===== config.mk =====
export PLATFORM = sky130hd
export DESIGN_NAME = bcd_byte_alu
export DESIGN_NICKNAME = d
export VERILOG_FILES = /design/src/rtl/bcd_pkg.sv /design/src/rtl/bcd_add_core.sv /design/src/rtl/bcd_sub_core.sv /design/src/rtl/bcd_byte_alu.sv
export SDC_FILE = /design/constraint.sdc
export NUM_CORES = 1
export LEC_CHECK = 0
export ABC_AREA = 1
export BUFFER_PORTS_ARGS = -buffer_cell sky130_fd_sc_hd__buf_2
export CAP_MARGIN = 20
export CELL_PAD_IN_SITES_DETAIL_PLACEMENT = 0
export CELL_PAD_IN_SITES_GLOBAL_PLACEMENT = 1
export CORE_MARGIN = 2
export CORE_UTILIZATION = 42
export DETAILED_ROUTE_END_ITERATION = 16
export GPL_ROUTABILITY_DRIVEN = 0
export GPL_TIMING_DRIVEN = 1
export PLACE_DENSITY = 0.84
export SYNTH_ARGS = -nofsm -noshare
export SYNTH_HDL_FRONTEND = slang
export SYNTH_HIERARCHICAL = 1
export SYNTH_SLANG_ARGS = --single-unit

===== constraint.sdc =====
create_clock -name clk_i -period 0.8 [get_ports clk_i]
set_input_delay 0.16 -clock clk_i [delete_from_list [all_inputs] [get_ports clk_i]]
set_output_delay 0.16 -clock clk_i [all_outputs]
set_load 0.05 [all_outputs]

===== src/rtl/bcd_pkg.sv =====
package bcd_pkg;
  localparam int BYTE_W = 8;
  localparam int NIB_W  = BYTE_W / 2;
  localparam int WIDE_W = BYTE_W + 4;

  typedef enum logic [1:0] {
    OP_ADD = 2'b00,
    OP_SUB = 2'b01,
    OP_NEG = 2'b10,
    OP_RSV = 2'b11
  } bcd_op_e;

  typedef struct packed {
    logic [BYTE_W-1:0] res;
    logic              x;
    logic              c;
    logic              z;
    logic              n;
    logic              v;
  } bcd_out_t;
endpackage


===== src/rtl/bcd_add_core.sv =====
module bcd_add_core
  import bcd_pkg::*;
(
  input  logic [BYTE_W-1:0] a_i,
  input  logic [BYTE_W-1:0] b_i,
  input  logic              x_i,
  input  logic              z_i,
  output bcd_out_t          out_o
);
  localparam logic [WIDE_W-1:0] LO_LIM = WIDE_W'(9);
  localparam logic [WIDE_W-1:0] LO_FIX = WIDE_W'(6);
  localparam logic [WIDE_W-1:0] HI_LIM = WIDE_W'(16'h009f);
  localparam logic [WIDE_W-1:0] HI_FIX = WIDE_W'(16'h0060);

  logic [WIDE_W-1:0] raw, lo, lo_c, tot, tot_c;

  always_comb begin
    raw   = WIDE_W'(a_i) + WIDE_W'(b_i) + WIDE_W'(x_i);
    lo    = WIDE_W'(a_i[NIB_W-1:0]) + WIDE_W'(b_i[NIB_W-1:0]) + WIDE_W'(x_i);
    lo_c  = (lo > LO_LIM) ? lo + LO_FIX : lo;
    tot   = lo_c + WIDE_W'({a_i[BYTE_W-1:NIB_W], {NIB_W{1'b0}}})
                 + WIDE_W'({b_i[BYTE_W-1:NIB_W], {NIB_W{1'b0}}});
    tot_c = (tot > HI_LIM) ? tot + HI_FIX : tot;
    out_o.res = tot_c[BYTE_W-1:0];
    out_o.x   = |tot_c[WIDE_W-1:BYTE_W];
    out_o.c   = |tot_c[WIDE_W-1:BYTE_W];
    out_o.z   = z_i & (tot_c[BYTE_W-1:0] == '0);
    out_o.n   = tot_c[BYTE_W-1];
    out_o.v   = ~raw[BYTE_W-1] & tot_c[BYTE_W-1];
  end
endmodule


===== src/rtl/bcd_sub_core.sv =====
module bcd_sub_core
  import bcd_pkg::*;
(
  input  logic [BYTE_W-1:0] a_i,
  input  logic [BYTE_W-1:0] b_i,
  input  logic              x_i,
  input  logic              z_i,
  output bcd_out_t          out_o
);
  localparam logic [WIDE_W-1:0] LO_FIX = WIDE_W'(6);
  localparam logic [WIDE_W-1:0] HI_FIX = WIDE_W'(16'h0060);

  // Two's complement at WIDE_W bits; bit WIDE_W-1 is the sign.
  logic [WIDE_W-1:0] raw, lo, fix_lo, hi, res, chk;

  always_comb begin
    raw    = WIDE_W'(a_i) - WIDE_W'(b_i) - WIDE_W'(x_i);
    lo     = WIDE_W'(a_i[NIB_W-1:0]) - WIDE_W'(b_i[NIB_W-1:0]) - WIDE_W'(x_i);
    fix_lo = lo[WIDE_W-1] ? LO_FIX : '0;
    hi     = WIDE_W'({a_i[BYTE_W-1:NIB_W], {NIB_W{1'b0}}})
           - WIDE_W'({b_i[BYTE_W-1:NIB_W], {NIB_W{1'b0}}})
           - (raw[WIDE_W-1] ? HI_FIX : '0);
    res    = lo + hi - fix_lo;
    chk    = raw - fix_lo;
    out_o.res = res[BYTE_W-1:0];
    out_o.x   = |chk[BYTE_W+1:BYTE_W];
    out_o.c   = |chk[BYTE_W+1:BYTE_W];
    out_o.z   = z_i & (res[BYTE_W-1:0] == '0);
    out_o.n   = res[BYTE_W-1];
    out_o.v   = raw[BYTE_W-1] & ~res[BYTE_W-1];
  end
endmodule


===== src/rtl/bcd_byte_alu.sv =====
module bcd_byte_alu
  import bcd_pkg::*;
(
  input  logic              clk_i,
  input  logic              rst_ni,
  input  logic              valid_i,
  input  logic [1:0]        op_i,
  input  logic [BYTE_W-1:0] dst_i,
  input  logic [BYTE_W-1:0] src_i,
  input  logic              x_i,
  input  logic              z_i,
  output logic [BYTE_W-1:0] res_o,
  output logic              x_o,
  output logic              c_o,
  output logic              z_o,
  output logic              n_o,
  output logic              v_o,
  output logic              valid_o
);
  bcd_op_e           op;
  bcd_out_t          add_out, sub_out, sel_out, out_q;
  logic [BYTE_W-1:0] minuend;
  logic              accept, vld_q;

  assign op      = bcd_op_e'(op_i);
  assign minuend = (op == OP_NEG) ? '0 : dst_i;   // negate = subtract from zero
  assign accept  = valid_i & (op != OP_RSV);

  bcd_add_core u_add (
    .a_i(dst_i), .b_i(src_i), .x_i(x_i), .z_i(z_i), .out_o(add_out)
  );

  bcd_sub_core u_sub (
    .a_i(minuend), .b_i(src_i), .x_i(x_i), .z_i(z_i), .out_o(sub_out)
  );

  assign sel_out = (op == OP_ADD) ? add_out : sub_out;

  always_ff @(posedge clk_i or negedge rst_ni) begin
    if (!rst_ni) begin
      out_q <= '0;
      vld_q <= 1'b0;
    end else begin
      vld_q <= accept;
      if (accept) out_q <= sel_out;
    end
  end

  assign res_o   = out_q.res;
  assign x_o     = out_q.x;
  assign c_o     = out_q.c;
  assign z_o     = out_q.z;
  assign n_o     = out_q.n;
  assign v_o     = out_q.v;
  assign valid_o = vld_q;

  a_r10_z_cleared: assert property (@(posedge clk_i) disable iff (!rst_ni)
    (accept && !z_i) |=> !z_o);

  a_r2_hold_idle: assert property (@(posedge clk_i) disable iff (!rst_ni)
    !valid_i |=> ($stable(res_o) && $stable(z_o) && $stable(c_o) && !valid_o));

  a_r12_rsv_ignored: assert property (@(posedge clk_i) disable iff (!rst_ni)
    (valid_i && op_i == 2'b11) |=> ($stable(res_o) && $stable(x_o) && !valid_o));

  a_r4_add_no_carry: assert property (@(posedge clk_i) disable iff (!rst_ni)
    (valid_i && op_i == 2'b00 && dst_i < 8'h40 && src_i < 8'h40) |=> (!c_o && !x_o));

  a_r9_neg_zero: assert property (@(posedge clk_i) disable iff (!rst_ni)
    (valid_i && op_i == 2'b10 && src_i == '0 && !x_i) |=> (res_o == '0 && !c_o && valid_o));
endmodule


; Yosys cells after proc, flatten, opt, wreduce, memory -nomap -nowiden
; Cells that the tools add are included.
[totals]
inputBits = 23
output_inout_bits = 14
elab_cells = 46
ff_bits = 14
[op_classes]
add_sub_neg = 17
n_eq_ne = 2
n_mux = 6
n_reduce_logical = 5
n_lt_le_gt_ge = 2
bitwise = 7
[ops]
columns = cell, n
row1 = $add 12x8->12, 2
row2 = $mux 12, 2
row3 = $sub 12x1->12, 2
row4 = $sub 8x8->8, 3
row5 = $add 8x8->8, 2
row6 = $logic_not 8->1, 2
row7 = $mux 13, 1
row8 = $add 12x1->12, 1
row9 = $add 12x3->12 const B, 1
row10 = $add 12x7->12 const B, 1
row11 = $gt 12x4->1 const B, 1
row12 = $gt 12x8->1 const B, 1
row13 = $sub 10x10->10, 1
row14 = $sub 8x8->9, 1
row15 = $add 8x1->8, 1
row16 = $mux 8, 1
row17 = $mux 7, 1
row18 = $add 4x4->5, 1
row19 = $and 1x1->1, 5
row20 = $sub 4x4->5, 1
row21 = $reduce_or 4->1, 1
row22 = $mux 3, 1
row23 = $eq 2x2->1 const B, 1
row24 = $logic_not 2->1, 1
row25 = 3 further kinds, 4

; Longest topological paths before layout
[logic_depth]
ltp_word = 11
ltp_mapped = 34
depth_no_buf = 34

; By module
; The synthesis kept the hierarchy.
[by_module_without_submodules]
columns = module, seq_area_each_um2, cells_each, n_inst, area_each_um2
row1 = bcd_sub_core, 0.0, 212, 1, 1271.2
row2 = bcd_byte_alu, 350.3, 133, 1, 844.6
row3 = bcd_add_core, 0.0, 114, 1, 752.0

; Least setup slack after synthesis
; No wires, ideal clock.
[synth_path]
path_type = input port to flip-flop
start = input port op_i[1]
end = register out_q (netlist bit res_o[7])
t_required_ns = 0.682
setup_time_ns = 0.118
arrival_ns = 4.521
path_buffers = 1
setup_slack_ns = -3.838
path_stages = 32
cell_sequence = inv_1 -> nor2_1 -> nor2_1 -> inv_1 -> ha_1 -> inv_1 -> fa_1 -> inv_1 -> nand2_1 -> nor2_8 -> nand3_4 -> nor2_4 -> nand2_1 -> o21ai_0 -> ha_1 -> inv_1 -> fa_1 -> inv_1 -> fa_1 -> inv_1 -> ha_1 -> a21oi_1 -> o21ai_0 -> a31oi_1 -> inv_1 -> nand2_1 -> nand2_2 -> buf_4 -> inv_1 -> nand2_1 -> nand3_1 -> nand2_1
[synth_rtl]
columns = element, line
row1 = from (decl), bcd_byte_alu.sv:7  ; input logic [1:0] op_i,
row2 = to (signal assigned), bcd_byte_alu.sv:45  ; if (accept) out_q <= sel_out;
row3 = to (decl), bcd_byte_alu.sv:21  ; bcd_out_t add_out, sub_out, sel_out, out_q;

==> metrics <==
Starting Density 42.9%; Peak VDD IR just over 900 uV; CP max stage delay 0.51 ns; Mapped Cells 459; WHS 0.344 ns; P&R area growth vs syn 60.0%; Clock Skew 0 ns; register area 350 um^2; Max Cap Viol 0; Achievable Freq 242 MHz; crit path DAT between 4 and 5 ns; minimum clock period 4.14 ns; Post-route DRC 0; post-DP HPWL between 6000 and 7000 um; yosys warns 6; Leak 2.68 nW; CTS Root Buffer Type clkbuf_8; multi-input combinational cell area roughly 2300 um^2; # diodes 0; CTS buffer count 3; H-Tree Depth 1; RSZ-0062 raised after global routing true; clk buf depth 2; most frequent CP cell nand2_1; via/cell ratio around 4.6; Overall Power 0.0114 W; Routed Antenna Nets 0; Setup WS post-layout -3.34 ns; Post-Syn Area 2870 um^2; CP required 1.00 ns; CTS tree yes; Synth Register Bits 14; first-pass GRT wire length around 14000 um; final hold viol count 0; status complete, but fails checks; largest net degree at the start of global routing 15; failing checks setup timing; drt pass-1 iters 4; crit-path max FO 4; Yosys cell types 35; final wirelength 7950 um; sw frac roughly 47%; Clock power frac 6.2%; Final setup violation count 27; placed cell count 658; measured slew at the worst slew-check pin around 0.38 ns; Int Power 0.00600 W; Psw 0.00540 W; Post-Layout Cell Count 692; vias 3189; Worst slew margin 74.8%; startpoint type of the worst setup path input port; Hold Crit Class in2async; number of global-route vias before repair 3198; sequential fraction of the synthesis area 12.2%; nets@finish 682; CORE AREA 6680 um^2; Critical R2R Launch res_o[6]; number of placement rows 30; combinational fraction of design power 83.8%; Clock Sink Count 14; CP endpoint kind flop; period utilization 517%; number of flops mapped to enable cells by yosys 0; ys async rst share 100%; fillers 560; Seq pwr share 10.0%; Tot GR Track Use 22.1%; Routed WL per cell 11.5 um; die area approximately 7500 um^2; top_reg_cell synth dfrtp_1; power density over the cells 2490 nW/um^2; Slew Viols, Final 0; critical path class in2reg; antenna violations before repair 0; dpl ws -3.82 ns; Worst-Skew Late Latency 0.25 ns; GRT overflow 0; clk slew on worst S/H paths 0.06 ns; chip width roughly 87 um; Mean Syn Cell Area 6.25 um^2; PortBufs 36; TNS Setup -35.83 ns; layout cells sized above 1 41.7%; DR iter-0 viols 83; syn nets 528; Critical-path top delay cell fa_1; Top Ports 37; Die Ht 86.6 um; crit path launch op_i[1]
## state kept, by name, summed over array words and instances (netlist names)
signal   flops
c_o          1
n_o          1
res_o        8
v_o          1
valid_o      1
x_o          1
z_o          1
## worst max-delay path, delay by kind of cell
kind                     cells  cell delay, ns
buffers and inverters        9            0.57
AND/OR/NAND/NOR             12            0.98
adder cells (fa/ha/maj)      5            1.86
AO/OA/AOI/OAI                6            0.76
## worst paths after layout
path	to	slack [ns]	cells after the start
hold / removal	z_o	0.34	2
setup / recovery	z_o	-3.34	32
setup reg to reg	res_o[6]	-0.09	4
min in group clk_i	valid_o	0.37	4
hold reg to reg	res_o[2]	0.50	2
max in group asynchronous	res_o[6]	0.22	2
## synth_stat cells (2+ instances only)
library cell / number / area [um^2]
nand2_1: 137 / 514
nand3_2: 5 / 50.1
dfrtp_1: 14 / 350
nor2_2: 2 / 12.5
xnor2_1: 6 / 52.6
o21bai_1: 2 / 15.0
o21ai_0: 5 / 25.0
nand2_4: 3 / 33.8
inv_2: 7 / 26.3
buf_4: 7 / 52.6
ha_1: 35 / 438
a21oi_1: 14 / 70.1
inv_1: 116 / 435
nand2_2: 9 / 56.3
nand4_1: 6 / 37.5
nand3_1: 40 / 200
o21ai_1: 2 / 10.0
nor2_1: 22 / 82.6
fa_1: 11 / 220
## layout by cell type, fill, tap and decap left out, types with 7 or more instances in the layout
master     n
ha_4      12
inv_2     22
dfrtp_1   14
ha_1      21
nor2_1    17
inv_1     99
buf_2     18
fa_1       7
buf_4    111
nand3_2    9
buf_6     25
nand2_1  130
nand2_2   13
a21oi_1   11
nand3_1   36
## power by group through the flow
stage | registers [W] | logic, W | clock network, W
4_1_cts | 0.00113 | 0.00884 | 0.000714
3_5_place_dp | 0.00108 | 0.00765 | 0
5_1_grt | 0.00116 | 0.0105 | 0.000740
2_1_floorplan | 0.00195 | 0.00453 | 0
6_report | 0.00114 | 0.00956 | 0.000707
3_3_place_gp | 0.00107 | 0.00748 | 0
## layer usage
layer	vias to the layer above	global-route usage (%)	wire, um
met2	50	43.8	4240
met4	0	3.98	70
met3	6	0.857	156
met1	1444	26.4	3480
li1	1689	-	-
met5	-	0	0
## timing repair
item / 4_1_cts / 5_1_grt
endpoints found under the setup margin: 27 / 27
buffers inserted: 20 / 10
gates resized for setup: 72 / 21
gates cloned: 0 / 0
hold buffers: 1 / 0
pin swaps: 19 / 13
endpoints found under the hold margin: 14 / 0
## cell type report
class / instances / area share, %
Multi-Input combinational cell: 312 / 50.8
Inverter: 125 / 10.9
Clock buffer: 4 / 1.20
Sequential cell: 14 / 7.63
Timing Repair Buffer: 157 / 27.3
Tap cell: 80 / 2.18
## per-stage QoR
step / instance area (um^2) / util, %
floorplan: 3030 / -
global placement: 3940 / 59.0
detailed placement: 3940 / 59.0
CTS: 4420 / 66.2
global route: 4590 / 68.7
finish: 4590 / 68.7
## kinds of logic after synthesis
logic type	synth area share [%]
AOI/OAI and AO/OA	5.58
adders and majority gates	22.9
buffers and inverters	19.1
and+or+nand+nor	37.1
DFF	12.2
xor gates and xnor gates	3.10
(Power assumes the default switching activity.)
